--- config.mk ---
export PLATFORM = sky130hd
export DESIGN_NAME = uart_irq_ctrl
export DESIGN_NICKNAME = d
export VERILOG_FILES = /design/src/rtl/uart_irq_pkg.sv /design/src/rtl/irq_level_trigger.sv /design/src/rtl/irq_status_bank.sv /design/src/rtl/uart_irq_ctrl.sv
export SDC_FILE = /design/constraint.sdc
export NUM_CORES = 1
export LEC_CHECK = 0
export CORE_ASPECT_RATIO = 1.75
export CORE_MARGIN = 3
export CORE_UTILIZATION = 25
export CTS_BUF_LIST = sky130_fd_sc_hd__clkbuf_8
export DETAILED_ROUTE_END_ITERATION = 6
export MAX_ROUTING_LAYER = met4
export RECOVER_POWER = 25
export SLEW_MARGIN = 20
export SYNTH_ARGS = -nofsm -noshare
export SYNTH_HDL_FRONTEND = slang
export SYNTH_SLANG_ARGS = --single-unit
--- constraint.sdc ---
create_clock -name clk -period 5.1 [get_ports clk]
set_input_delay 0.51 -clock clk [delete_from_list [all_inputs] [get_ports clk]]
set_output_delay 0.51 -clock clk [all_outputs]
set_load 0.005 [all_outputs]
--- src/rtl/uart_irq_pkg.sv ---
package uart_irq_pkg;
   localparam int NSRC   = 11;
   localparam int REG_W  = 16;
   localparam int ADDR_W = 3;

   typedef enum logic [3:0] {
      SRC_RING  = 4'd0,
      SRC_CTS   = 4'd1,
      SRC_DCD   = 4'd2,
      SRC_DSR   = 4'd3,
      SRC_RX    = 4'd4,
      SRC_TX    = 4'd5,
      SRC_TMO   = 4'd6,
      SRC_FRM   = 4'd7,
      SRC_PAR   = 4'd8,
      SRC_BRK   = 4'd9,
      SRC_OVR   = 4'd10
   } irq_src_e;

   typedef enum logic [ADDR_W-1:0] {
      RG_MASK   = 3'd0,
      RG_RAW    = 3'd1,
      RG_MSKD   = 3'd2,
      RG_CLR    = 3'd3,
      RG_TRIG   = 3'd4,
      RG_DMACTL = 3'd5
   } reg_idx_e;
endpackage

--- src/rtl/irq_level_trigger.sv ---
module irq_level_trigger #(
   parameter int DEPTH    = 32,
   parameter int LVL_W    = $clog2(DEPTH + 1),
   parameter bit RX_SENSE = 1'b0
) (
   input  logic             clk,
   input  logic             rst_n,
   input  logic [LVL_W-1:0] level_i,
   input  logic [2:0]       code_i,
   output logic             evt_o
);
   localparam logic [LVL_W-1:0] THR_8TH  = LVL_W'(DEPTH / 8);
   localparam logic [LVL_W-1:0] THR_QTR  = LVL_W'(DEPTH / 4);
   localparam logic [LVL_W-1:0] THR_HALF = LVL_W'(DEPTH / 2);
   localparam logic [LVL_W-1:0] THR_3Q   = LVL_W'((3 * DEPTH) / 4);
   localparam logic [LVL_W-1:0] THR_7E   = LVL_W'((7 * DEPTH) / 8);

   if (DEPTH < 8 || (DEPTH % 8) != 0) begin : g_bad_depth
      $error("irq_level_trigger: DEPTH must be a multiple of 8, at least 8");
   end
   if (LVL_W < $clog2(DEPTH + 1)) begin : g_bad_width
      $error("irq_level_trigger: LVL_W too narrow for DEPTH");
   end

   logic [LVL_W-1:0] thr;
   logic             cond;
   logic             cond_q;

   always_comb begin
      unique case (code_i)
         3'd0:    thr = THR_8TH;
         3'd1:    thr = THR_QTR;
         3'd2:    thr = THR_HALF;
         3'd3:    thr = THR_3Q;
         3'd4:    thr = THR_7E;
         default: thr = THR_HALF;
      endcase
   end

   if (RX_SENSE) begin : g_fill_up
      assign cond = (level_i >= thr);
   end else begin : g_drain_down
      assign cond = (level_i <= thr);
   end

   // history resets to 1 so that leaving reset is not taken as a crossing
   always_ff @(posedge clk or negedge rst_n) begin
      if (!rst_n) cond_q <= 1'b1;
      else        cond_q <= cond;
   end

   assign evt_o = cond & ~cond_q;


   single_evt_chk: assert property (@(posedge clk) disable iff (!rst_n)
      evt_o |=> !evt_o);
endmodule

--- src/rtl/irq_status_bank.sv ---
module irq_status_bank #(
   parameter int N = 11
) (
   input  logic         clk,
   input  logic         rst_n,
   input  logic [N-1:0] set_i,
   input  logic [N-1:0] clr_i,
   input  logic         mask_we_i,
   input  logic [N-1:0] mask_wd_i,
   output logic [N-1:0] raw_o,
   output logic [N-1:0] mask_o,
   output logic [N-1:0] masked_o
);
   if (N < 1) begin : g_bad_n
      $error("irq_status_bank: N must be positive");
   end

   logic [N-1:0] raw_q;
   logic [N-1:0] mask_q;

   for (genvar i = 0; i < N; i++) begin : g_bit
      always_ff @(posedge clk or negedge rst_n) begin
         if (!rst_n)          raw_q[i] <= 1'b0;
         else if (set_i[i])   raw_q[i] <= 1'b1;
         else if (clr_i[i])   raw_q[i] <= 1'b0;
      end
   end

   always_ff @(posedge clk or negedge rst_n) begin
      if (!rst_n)         mask_q <= '0;
      else if (mask_we_i) mask_q <= mask_wd_i;
   end

   assign raw_o    = raw_q;
   assign mask_o   = mask_q;
   assign masked_o = raw_q & mask_q;


   set_wins_chk: assert property (@(posedge clk) disable iff (!rst_n)
      (|set_i) |=> ((raw_q & $past(set_i)) == $past(set_i)));

   clear_takes_chk: assert property (@(posedge clk) disable iff (!rst_n)
      (|(clr_i & ~set_i)) |=> ((raw_q & $past(clr_i & ~set_i)) == '0));

   no_spurious_set_chk: assert property (@(posedge clk) disable iff (!rst_n)
      ((raw_q & ~$past(raw_q) & ~$past(set_i)) == '0));
endmodule

--- src/rtl/uart_irq_ctrl.sv ---
module uart_irq_ctrl
   import uart_irq_pkg::*;
#(
   parameter int DEPTH = 32,
   parameter int LVL_W = $clog2(DEPTH + 1)
) (
   input  logic              clk,
   input  logic              rst_n,
   input  logic [LVL_W-1:0]  tx_level_i,
   input  logic [LVL_W-1:0]  rx_level_i,
   input  logic [3:0]        modem_chg_i,
   input  logic              rx_tmo_i,
   input  logic              frm_err_i,
   input  logic              par_err_i,
   input  logic              brk_err_i,
   input  logic              ovr_err_i,
   input  logic              reg_we_i,
   input  logic [ADDR_W-1:0] reg_addr_i,
   input  logic [REG_W-1:0]  reg_wdata_i,
   output logic [REG_W-1:0]  reg_rdata_o,
   input  logic              rx_dma_single_i,
   input  logic              rx_dma_burst_i,
   output logic              rx_dma_single_o,
   output logic              rx_dma_burst_o,
   output logic [NSRC-1:0]   irq_vec_o,
   output logic              irq_any_o
);
   localparam int ERR_LO = int'(SRC_FRM);
   localparam int ERR_HI = int'(SRC_OVR);

   if (REG_W < NSRC) begin : g_bad_reg
      $error("uart_irq_ctrl: register width below source count");
   end

   logic [2:0]      tx_code_q;
   logic [2:0]      rx_code_q;
   logic            dma_blk_q;
   logic            tx_evt;
   logic            rx_evt;
   logic [NSRC-1:0] set_vec;
   logic [NSRC-1:0] clr_vec;
   logic [NSRC-1:0] raw;
   logic [NSRC-1:0] mask;
   logic [NSRC-1:0] masked;
   logic            err_active;
   logic            wr_mask;
   logic            wr_clr;
   logic            wr_trig;
   logic            wr_dma;

   assign wr_mask = reg_we_i && (reg_addr_i == RG_MASK);
   assign wr_clr  = reg_we_i && (reg_addr_i == RG_CLR);
   assign wr_trig = reg_we_i && (reg_addr_i == RG_TRIG);
   assign wr_dma  = reg_we_i && (reg_addr_i == RG_DMACTL);

   always_ff @(posedge clk or negedge rst_n) begin
      if (!rst_n) begin
         tx_code_q <= '0;
         rx_code_q <= '0;
         dma_blk_q <= 1'b0;
      end else begin
         if (wr_trig) begin
            tx_code_q <= reg_wdata_i[2:0];
            rx_code_q <= reg_wdata_i[5:3];
         end
         if (wr_dma) dma_blk_q <= reg_wdata_i[0];
      end
   end

   irq_level_trigger #(.DEPTH(DEPTH), .LVL_W(LVL_W), .RX_SENSE(1'b0)) u_tx_trig (
      .clk     (clk),
      .rst_n   (rst_n),
      .level_i (tx_level_i),
      .code_i  (tx_code_q),
      .evt_o   (tx_evt)
   );

   irq_level_trigger #(.DEPTH(DEPTH), .LVL_W(LVL_W), .RX_SENSE(1'b1)) u_rx_trig (
      .clk     (clk),
      .rst_n   (rst_n),
      .level_i (rx_level_i),
      .code_i  (rx_code_q),
      .evt_o   (rx_evt)
   );

   always_comb begin
      set_vec          = '0;
      set_vec[3:0]     = modem_chg_i;
      set_vec[SRC_RX]  = rx_evt;
      set_vec[SRC_TX]  = tx_evt;
      set_vec[SRC_TMO] = rx_tmo_i;
      set_vec[SRC_FRM] = frm_err_i;
      set_vec[SRC_PAR] = par_err_i;
      set_vec[SRC_BRK] = brk_err_i;
      set_vec[SRC_OVR] = ovr_err_i;
   end

   assign clr_vec = wr_clr ? reg_wdata_i[NSRC-1:0] : '0;

   irq_status_bank #(.N(NSRC)) u_bank (
      .clk       (clk),
      .rst_n     (rst_n),
      .set_i     (set_vec),
      .clr_i     (clr_vec),
      .mask_we_i (wr_mask),
      .mask_wd_i (reg_wdata_i[NSRC-1:0]),
      .raw_o     (raw),
      .mask_o    (mask),
      .masked_o  (masked)
   );

   assign irq_vec_o  = masked;
   assign irq_any_o  = |masked;
   assign err_active = |masked[ERR_HI:ERR_LO];

   assign rx_dma_single_o = rx_dma_single_i & ~(dma_blk_q & err_active);
   assign rx_dma_burst_o  = rx_dma_burst_i  & ~(dma_blk_q & err_active);

   always_comb begin
      reg_rdata_o = '0;
      unique case (reg_addr_i)
         RG_MASK:   reg_rdata_o[NSRC-1:0] = mask;
         RG_RAW:    reg_rdata_o[NSRC-1:0] = raw;
         RG_MSKD:   reg_rdata_o[NSRC-1:0] = masked;
         RG_TRIG:   reg_rdata_o[5:0]      = {rx_code_q, tx_code_q};
         RG_DMACTL: reg_rdata_o[0]        = dma_blk_q;
         default:   reg_rdata_o           = '0;
      endcase
   end


   dma_gate_chk: assert property (@(posedge clk) disable iff (!rst_n)
      (dma_blk_q && (|irq_vec_o[ERR_HI:ERR_LO])) |-> (!rx_dma_single_o && !rx_dma_burst_o));

   mask_respected_chk: assert property (@(posedge clk) disable iff (!rst_n)
      ((irq_vec_o & ~mask) == '0));

   any_follows_vec_chk: assert property (@(posedge clk) disable iff (!rst_n)
      irq_any_o |-> (irq_vec_o != '0));
endmodule

# ---- Yosys cells after proc, flatten, opt, wreduce, memory -nomap -nowiden
# Index checks and enable logic that the tools add are counted.
dict set report totals {
  out_inout_bits 30
  ff_bits 31
  in_bits 45
  elab_cells 87
}
dict set report op_classes {
  n_reduce_logical 20
  bitwise 9
  n_mux 28
  n_eq_ne 11
  magnitude_cmp 2
}
# operator n
set ops {}
lappend ops {{5-bit case mux with 4 select lines} 3}
lappend ops {{1-bit 2-to-1 mux} 22}
lappend ops {{2-bit nonzero test} 11}
lappend ops {{5-bit case mux with 3 select lines} 1}
lappend ops {{3-bit by 2-bit equality test with 1-bit output (second input constant)} 4}
lappend ops {{3-bit equality test (second input constant)} 4}
lappend ops {{11-bit bitwise AND} 1}
lappend ops {{11-bit 2-to-1 mux} 1}
lappend ops {{11-bit OR reduction} 1}
lappend ops {{3-bit by 1-bit equality test with 1-bit output (second input constant)} 3}
lappend ops {{3-bit zero test} 3}
lappend ops {{6-bit by 5-bit >= comparator with 1-bit output} 1}
lappend ops {{6-bit by 5-bit less-or-equal comparator with 1-bit output} 1}
lappend ops {{1-bit bitwise AND} 5}
lappend ops {{1-bit case mux with 5 select lines} 1}
lappend ops {{1-bit logical AND} 4}
lappend ops {{4-bit OR reduction} 1}
lappend ops {{1-bit inverter} 3}

# ---- Depth between registers and ports, before layout
# Gate-level depths: netlist of run 1.
dict set report depth {
  ltp_word 5
  depth_mapped 8
  depth_no_buf 8
}

# ---- By module
# Synthesis of run 1 repeated with hierarchy kept, for this count alone.
dict set report hier_totals {
  cells_unflattened 196
  hier_area_um2 2074.5
}
# mod n_inst area_each_um2 seq_area_each_um2 cells_each
set modules_own_cells {}
lappend modules_own_cells {irq_status_bank 1 915.9 550.5 67}
lappend modules_own_cells {uart_irq_ctrl 1 887.1 175.2 99}
lappend modules_own_cells {{irq_level_trigger at u_rx_trig} 1 140.1 26.3 14}
lappend modules_own_cells {{irq_level_trigger at u_tx_trig} 1 131.4 26.3 16}

# ---- Worst setup path after synthesis of run 1
# No wires, ideal clock.
dict set report synth_timing {
  kind {input to output}
  start {input reg_addr_i[0]}
  end {output reg_rdata_o[0]}
  required_time_ns 4.590
  arrival_time_ns 1.292
  stages 4
  n_path_buf 1
  setup_slack_ns 3.298
  path_cell_list {buf_4 > mux4_2 > inv_1 > o32ai_1}
}
dict set report synth_between {
  elab_chain_len 2
}
# element line_no
set synth_lines {}
lappend synth_lines {{from (decl)} uart_irq_ctrl.sv:18} ;# input logic [ADDR_W-1:0] reg_addr_i,
lappend synth_lines {{3-bit equality test, or another cell as far along} uart_irq_ctrl.sv:121} ;# unique case (reg_addr_i)
lappend synth_lines {{1-bit case mux with 5 select lines (*)} uart_irq_ctrl.sv:121}
lappend synth_lines {{to (decl)} uart_irq_ctrl.sv:20} ;# output logic [REG_W-1:0] reg_rdata_o,
# Every way passes the cells marked *; elsewhere a longest branch is shown, timed or not.

# ---- Final worst setup path of run 1
dict set report layout_timing {
  start {input reg_addr_i[0]}
  end {output reg_rdata_o[2]}
}
dict set report layout_between {
  elab_chain_len 2
}
# element line_no
set layout_lines {}
lappend layout_lines {{3-bit equality test, or another cell as far along} uart_irq_ctrl.sv:121}
lappend layout_lines {{5-bit case mux with 4 select lines (*)} uart_irq_ctrl.sv:121}
# Marks and branches as above.

==> results of run 1 <==
==> power by group through the flow <==
stage	combinational [mW]	sequential, mW	clock, mW
2_1_floorplan	0.140	0.314	0
3_3_place_gp	0.268	0.323	0
3_5_place_dp	0.272	0.325	0
4_1_cts	0.273	0.320	0.218
5_1_grt	0.298	0.326	0.227
6_report	0.267	0.320	0.211
==> routing by layer <==
metal / track usage / vias up / routed length, um
li1: - / 768 / -
met1: 0.144 / 757 / 1870
met2: 0.206 / 54 / 2620
met3: 0.0260 / 7 / 283
met4: 0.0447 / 0 / 75
met5: - / - / 0
==> cells by family (layout without fill, tap and decap cells) <==
kind of cell	Yosys count	in the layout	share of synthesized area
AO/OA/AOI/OAI	34	34	0.133
adder cells (fa/ha/maj)	6	6	0.0406
buffers and inverters	29	91	0.0752
flip-flops	31	31	0.421
multiplexers	29	29	0.175
other	1	5	0.00203
AND/OR/NAND/NOR	58	58	0.153
==> placed cells by master, fill, tap and decap left out, types with 3 or more instances in the layout <==
cell type        count
o22a_1              10
inv_1               18
nand4_1              3
dfrtp_1             29
a22o_1               3
o21ai_0              9
ha_1                 6
mux2i_1             11
a21o_1               9
conb_1               5
nand2_1             30
nor2_1              13
mux2_1              10
clkdlybuf4s50_1     63
mux2_2               7
clkbuf_8             7
==> cell type report <==
cell class,instances,area (um^2),share of cell area
Multi-Input combinational cell,132,946,0.358
Sequential cell,31,778,0.294
Timing Repair Buffer,66,652,0.246
Tap cell,84,105,0.0397
Clock buffer,7,96.3,0.0364
Inverter,17,63.8,0.0241
Clock inverter,1,3.75,0.00142
==> worst max-delay path by stage <==
stage          cells past startpoint          start        endpoint
6_report                           5  reg_addr_i[0]  reg_rdata_o[2]
5_1_grt                            5  reg_addr_i[0]  reg_rdata_o[5]
4_1_cts                            5  reg_addr_i[0]  reg_rdata_o[5]
3_5_place_dp                       5  reg_addr_i[0]  reg_rdata_o[5]
3_3_place_gp                       5  reg_addr_i[0]  reg_rdata_o[5]
2_1_floorplan                      4  reg_addr_i[0]  reg_rdata_o[0]
==> state kept, by name (all words and copies together) (netlist names) <==
signal	cells
u_tx_trig.cond_q	1
rx_code_q	3
u_rx_trig.cond_q	1
tx_code_q	3
u_bank.raw_o	11
dma_blk_q	1
u_bank.mask_o	11
==> metrics by stage <==
| step | setup WS [ps] | power, mW | cells |
|---|---|---|---|
| after floorplan | 3300 | 0.454 | 192 |
| after global placement | 1670 | 0.591 | 330 |
| after detailed placement | 1640 | 0.597 | 330 |
| after CTS | 1640 | 0.812 | 338 |
| after global routing | 1450 | 0.851 | 338 |
| final | 1690 | 0.798 | 338 |
==> results.tsv, run 1 <==
metric	value	unit
cp.buffers_inverters	2	
avgRoutedWirePerCell	14.4	um
yosysTopAreaCell	dfrtp_1	
numPortBuffers	64	
crit_path_end_kind	output pin	
die_x	71.0	um
coreArea	7010	um^2
slowest_delay	1100	ps
area_delta_synth_final	43.1	%
cts_buffers	5	
r2r-start	tx_code_q[0]	
hpwl	3680	um
fin_nets	304	
avgSynthCellArea	9.83	um^2
fin_area	2650	um^2
clkPwrFrac	0.265	
min_path_cells	1	
cts_sinks	31	
leakage	1.14	nW
synth-main-ff-cell	dfrtp_1	
final_layout_size_suffix_gt1_frac	0.0827	
n_antenna_cell	0	
syn_area	1850	um^2
gr-usage-all-layers	0.123	
place.gp.congestion	0.743	
synth_warnings	0	
relSlewSlack	-0.166	
fp.dieH	120	um
grt_overflow	0	
setup_viol	0	
cts_resized	0	
rows	40	
critical_path_arrival	2900	ps
fillers	738	
critical-path-slowest-cell	clkdlybuf4s50_1	
drc	0	
ys_types	31	
dr.pass1.iters	5	
max_slew.worst_pin.slew	1750	ps
routed_via_density	4.69	
cts_buffer_depth	2	
cts-root-buf	clkbuf_8	
synth_top_area_share	0.393	
worst_hold_slack	507	ps
finalMaxSlewViolations	32	
ctsHoldBuffers	0	
r2r_slack	3330	ps
grt_pass1_vias	1612	
syn_inst	188	
final_util	0.378	
worst-setup-path-type	in2out	
insertion_delay	280	ps
clk_pin_slew	60	ps
hold_path.class	reg2reg	
p_int	0.568	mW
fin_skew	0.779	ps
final-hold-violation-count	0	
via_count	1586	
grt_max_degree	32	
vdd_drop_max	0.145	mV
cts_htree_levels	2	
cts_tree	done	
ys_seq_area_frac	0.421	
cap_viol_max_count	1	
antenna_found_initial	0	
p_sw_frac	0.288	
min_period_over_period	0.669	
worstHoldStart	u_bank.raw_o[1]	
drtIter0Drc	32	
ioPinCount	75	
violations	max-capacitance violations, max-slew violations	
fmax	293	MHz
routed_wl	4850	um
path_cells	clkdlybuf4s50_1 > nor3b_2 > nand2_1 > o21ai_0 > clkdlybuf4s50_1	
placed_cell_area	2550	um^2
status	finished, violations left	
p_seq_frac	0.401	
switchingPower	0.230	mW
async_reset_ff_frac	1.00	
ys_seq_elements	31	
crit_fanout	22	
synth_edf_count	0	
holdPathEnd	u_bank.raw_o[1]	
worst_ep_required_time	4590	ps
period_needed	3410	ps
yosysMostFrequentCell	nand2_1	
ant_nets	0	
post-cts-setup-buffers	0	
path_delay_family	buffers and inverters	
synth_commonest_cells	nand2_1, dfrtp_1, inv_1	
p_comb_frac	0.334	
cp_common_cell	clkdlybuf4s50_1	
reg2reg_to	u_bank.raw_o[5]	
startpoint_type	primary input	
rsz0062_at_grt	false	
r2r_cells	7	
grt_pass1_wl	7990	um
initial_utilization	0.264	
power_density	302	nW/um^2
setup_tns	0	ps
synth_area_leaders	dfrtp_1, mux2_1, nand2_1	
fp.dieArea	8500	um^2
Note: power is estimated with default switching activity, not from simulation.
==> run 2, diff against run 1 <==
Clock period 5.1 ns to 2.9 ns, I/O delays scaled along.
==> results.tsv, run 2 (same netlist as run 1, synthesis figures left out) <==
metric	value	unit	change
relSlewSlack	-0.149		was -0.166
grt_max_degree	32		unchanged
worst_ep_required_time	2610	ps	was 4590 ps
final_util	0.384		was 0.378
cp.buffers_inverters	3		was 2
coreArea	7010	um^2	unchanged
dr.pass1.iters	4		was 5
grt_pass1_wl	8290	um	was 7990 um
gr-usage-all-layers	0.128		was 0.123
violations	max-capacitance violations, max-slew violations		unchanged
final-hold-violation-count	0		unchanged
status	finished, violations left		unchanged
fillers	737		was 738
clk_pin_slew	60	ps	about the same
area_delta_synth_final	45.5	%	was 43.1%
ioPinCount	75		unchanged
layout_setup_ws	367	ps	was 1690 ps
layout_common_cells	clkdlybuf4s50_1, nand2_1, dfrtp_1, inv_1, nor2_1		unchanged
setup_viol	0		unchanged
crit_path_end_kind	output pin		unchanged
insertion_delay	270	ps	was 280 ps
hpwl	4030	um	was 3680 um
critical_path_arrival	2240	ps	was 2900 ps
rows	40		unchanged
power_density	515	nW/um^2	was 302 nW/um^2
via_count	1623		was 1,586
cp_num_cells	6		was 5
finalMaxSlewViolations	32		unchanged
die_x	71.0	um	unchanged
cts_buffer_depth	2		unchanged
startpoint_type	primary input		unchanged
worst-setup-path-type	in2out		unchanged
final_layout_size_suffix_gt1_frac	0.107		was 0.0827
cts_tree	done		unchanged
rsz0062_at_grt	false		unchanged
seq_area	778	um^2	unchanged
period_needed	2530	ps	
max_slew.worst_pin.slew	1720	ps	was 1750 ps
cts_resized	0		unchanged
fp.dieH	120	um	unchanged
fin_skew	2.56	ps	was 0.779 ps
vdd_drop_max	0.229	mV	was 0.145 mV
routed_via_density	4.70		was 4.69
cp_common_cell	clkdlybuf4s50_1		unchanged
slowest_delay	780	ps	was 1100 ps
clkPwrFrac	0.246		was 0.265
fmax	395	MHz	
path_delay_family	buffers and inverters		unchanged
numPortBuffers	64		unchanged
p_int	0.979	mW	was 0.568 mW
r2r_cells	7		unchanged
initial_utilization	0.264		unchanged
avgRoutedWirePerCell	14.6	um	was 14.4 um
setup_tns	0	ps	unchanged
fp.dieArea	8500	um^2	unchanged
routed_wl	5030	um	was 4850 um
post-cts-setup-buffers	0		unchanged
ctsHoldBuffers	0		unchanged
min_period_over_period	0.874		
fin_nets	311		was 304
switchingPower	0.405	mW	was 0.230 mW
leakage	1.17	nW	was 1.14 nW
path_cells	clkdlybuf4s50_1 > buf_4 > mux2i_1 > o22a_1 > o21ai_0 > clkdlybuf4s50_1		was clkdlybuf4s50_1 > nor3b_2 > nand2_1 > o21ai_0 > clkdlybuf4s50_1
final_common_cell	clkdlybuf4s50_1		unchanged
cts_htree_levels	2		unchanged
drtIter0Drc	38		was 32
p_comb_frac	0.347		was 0.334
p_sw_frac	0.292		was 0.288
crit_fanout	10		was 22
hold_path.class	reg2reg		unchanged
min_path_cells	1		unchanged
p_seq_frac	0.407		was 0.401
drc	0		unchanged
cts-root-buf	clkbuf_8		unchanged
cap_viol_max_count	1		unchanged
cts_buffers	5		unchanged
grt_overflow	0		unchanged
place.gp.congestion	0.734		was 0.743
grt_pass1_vias	1724		was 1,612
critical-path-slowest-cell	clkdlybuf4s50_1		unchanged
antenna_found_initial	0		unchanged
cts_sinks	31		unchanged
n_antenna_cell	0		unchanged
multiInputGateArea	946	um^2	unchanged
dpl_worst_slack	384	ps	was 1640 ps
ant_nets	0		unchanged
-- run 2: cell type report --
cell class,count,area share
flip-flops and latches,31,0.289
multi-input cells,132,0.352
clock inverters,2,0.00326
repair buffers,73,0.262
clock buffers,6,0.0307
inverters,17,0.0237
well taps,84,0.0391
-- run 2: stage by stage --
step           hold WS, ps  power (mW)  std cells  instance area (um^2)
2_1_floorplan        -5.59       0.798        192                  1860
3_3_place_gp           485        1.04        337                  2600
3_5_place_dp           495        1.06        337                  2600
4_1_cts                427        1.42        345                  2690
5_1_grt                526        1.48        345                  2690
6_report               510        1.38        345                  2690
-- run 2: metal layers --
metal | vias up | track usage | share of wire
met1 | 785 | 0.134 | 0.39
met2 | 51 | 0.233 | 0.56
li1 | 783 | - | -
met5 | - | - | 0
met4 | 0 | 0.0388 | 0.0079
met3 | 4 | 0.0293 | 0.047
-- run 2: final timing paths --
check	start	to	slack [ps]
hold / removal	u_bank.raw_o[1]	u_bank.raw_o[1]	510
min in group asynchronous	rst_n	u_bank.raw_o[10]	1000
setup / recovery	reg_addr_i[2]	reg_rdata_o[4]	370
max in group asynchronous	rst_n	u_bank.raw_o[2]	900
hold reg to reg	u_bank.raw_o[1]	u_bank.raw_o[1]	510
setup reg to reg	tx_code_q[0]	u_bank.raw_o[5]	1130
-- run 2: power groups by stage --
| stage | Combinational (mW) | Sequential [mW] | Clock (mW) |
|---|---|---|---|
| 2_1_floorplan | 0.246 | 0.553 | 0 |
| 3_3_place_gp | 0.475 | 0.568 | 0 |
| 3_5_place_dp | 0.488 | 0.572 | 0 |
| 4_1_cts | 0.491 | 0.564 | 0.362 |
| 5_1_grt | 0.535 | 0.575 | 0.374 |
| 6_report | 0.480 | 0.564 | 0.340 |
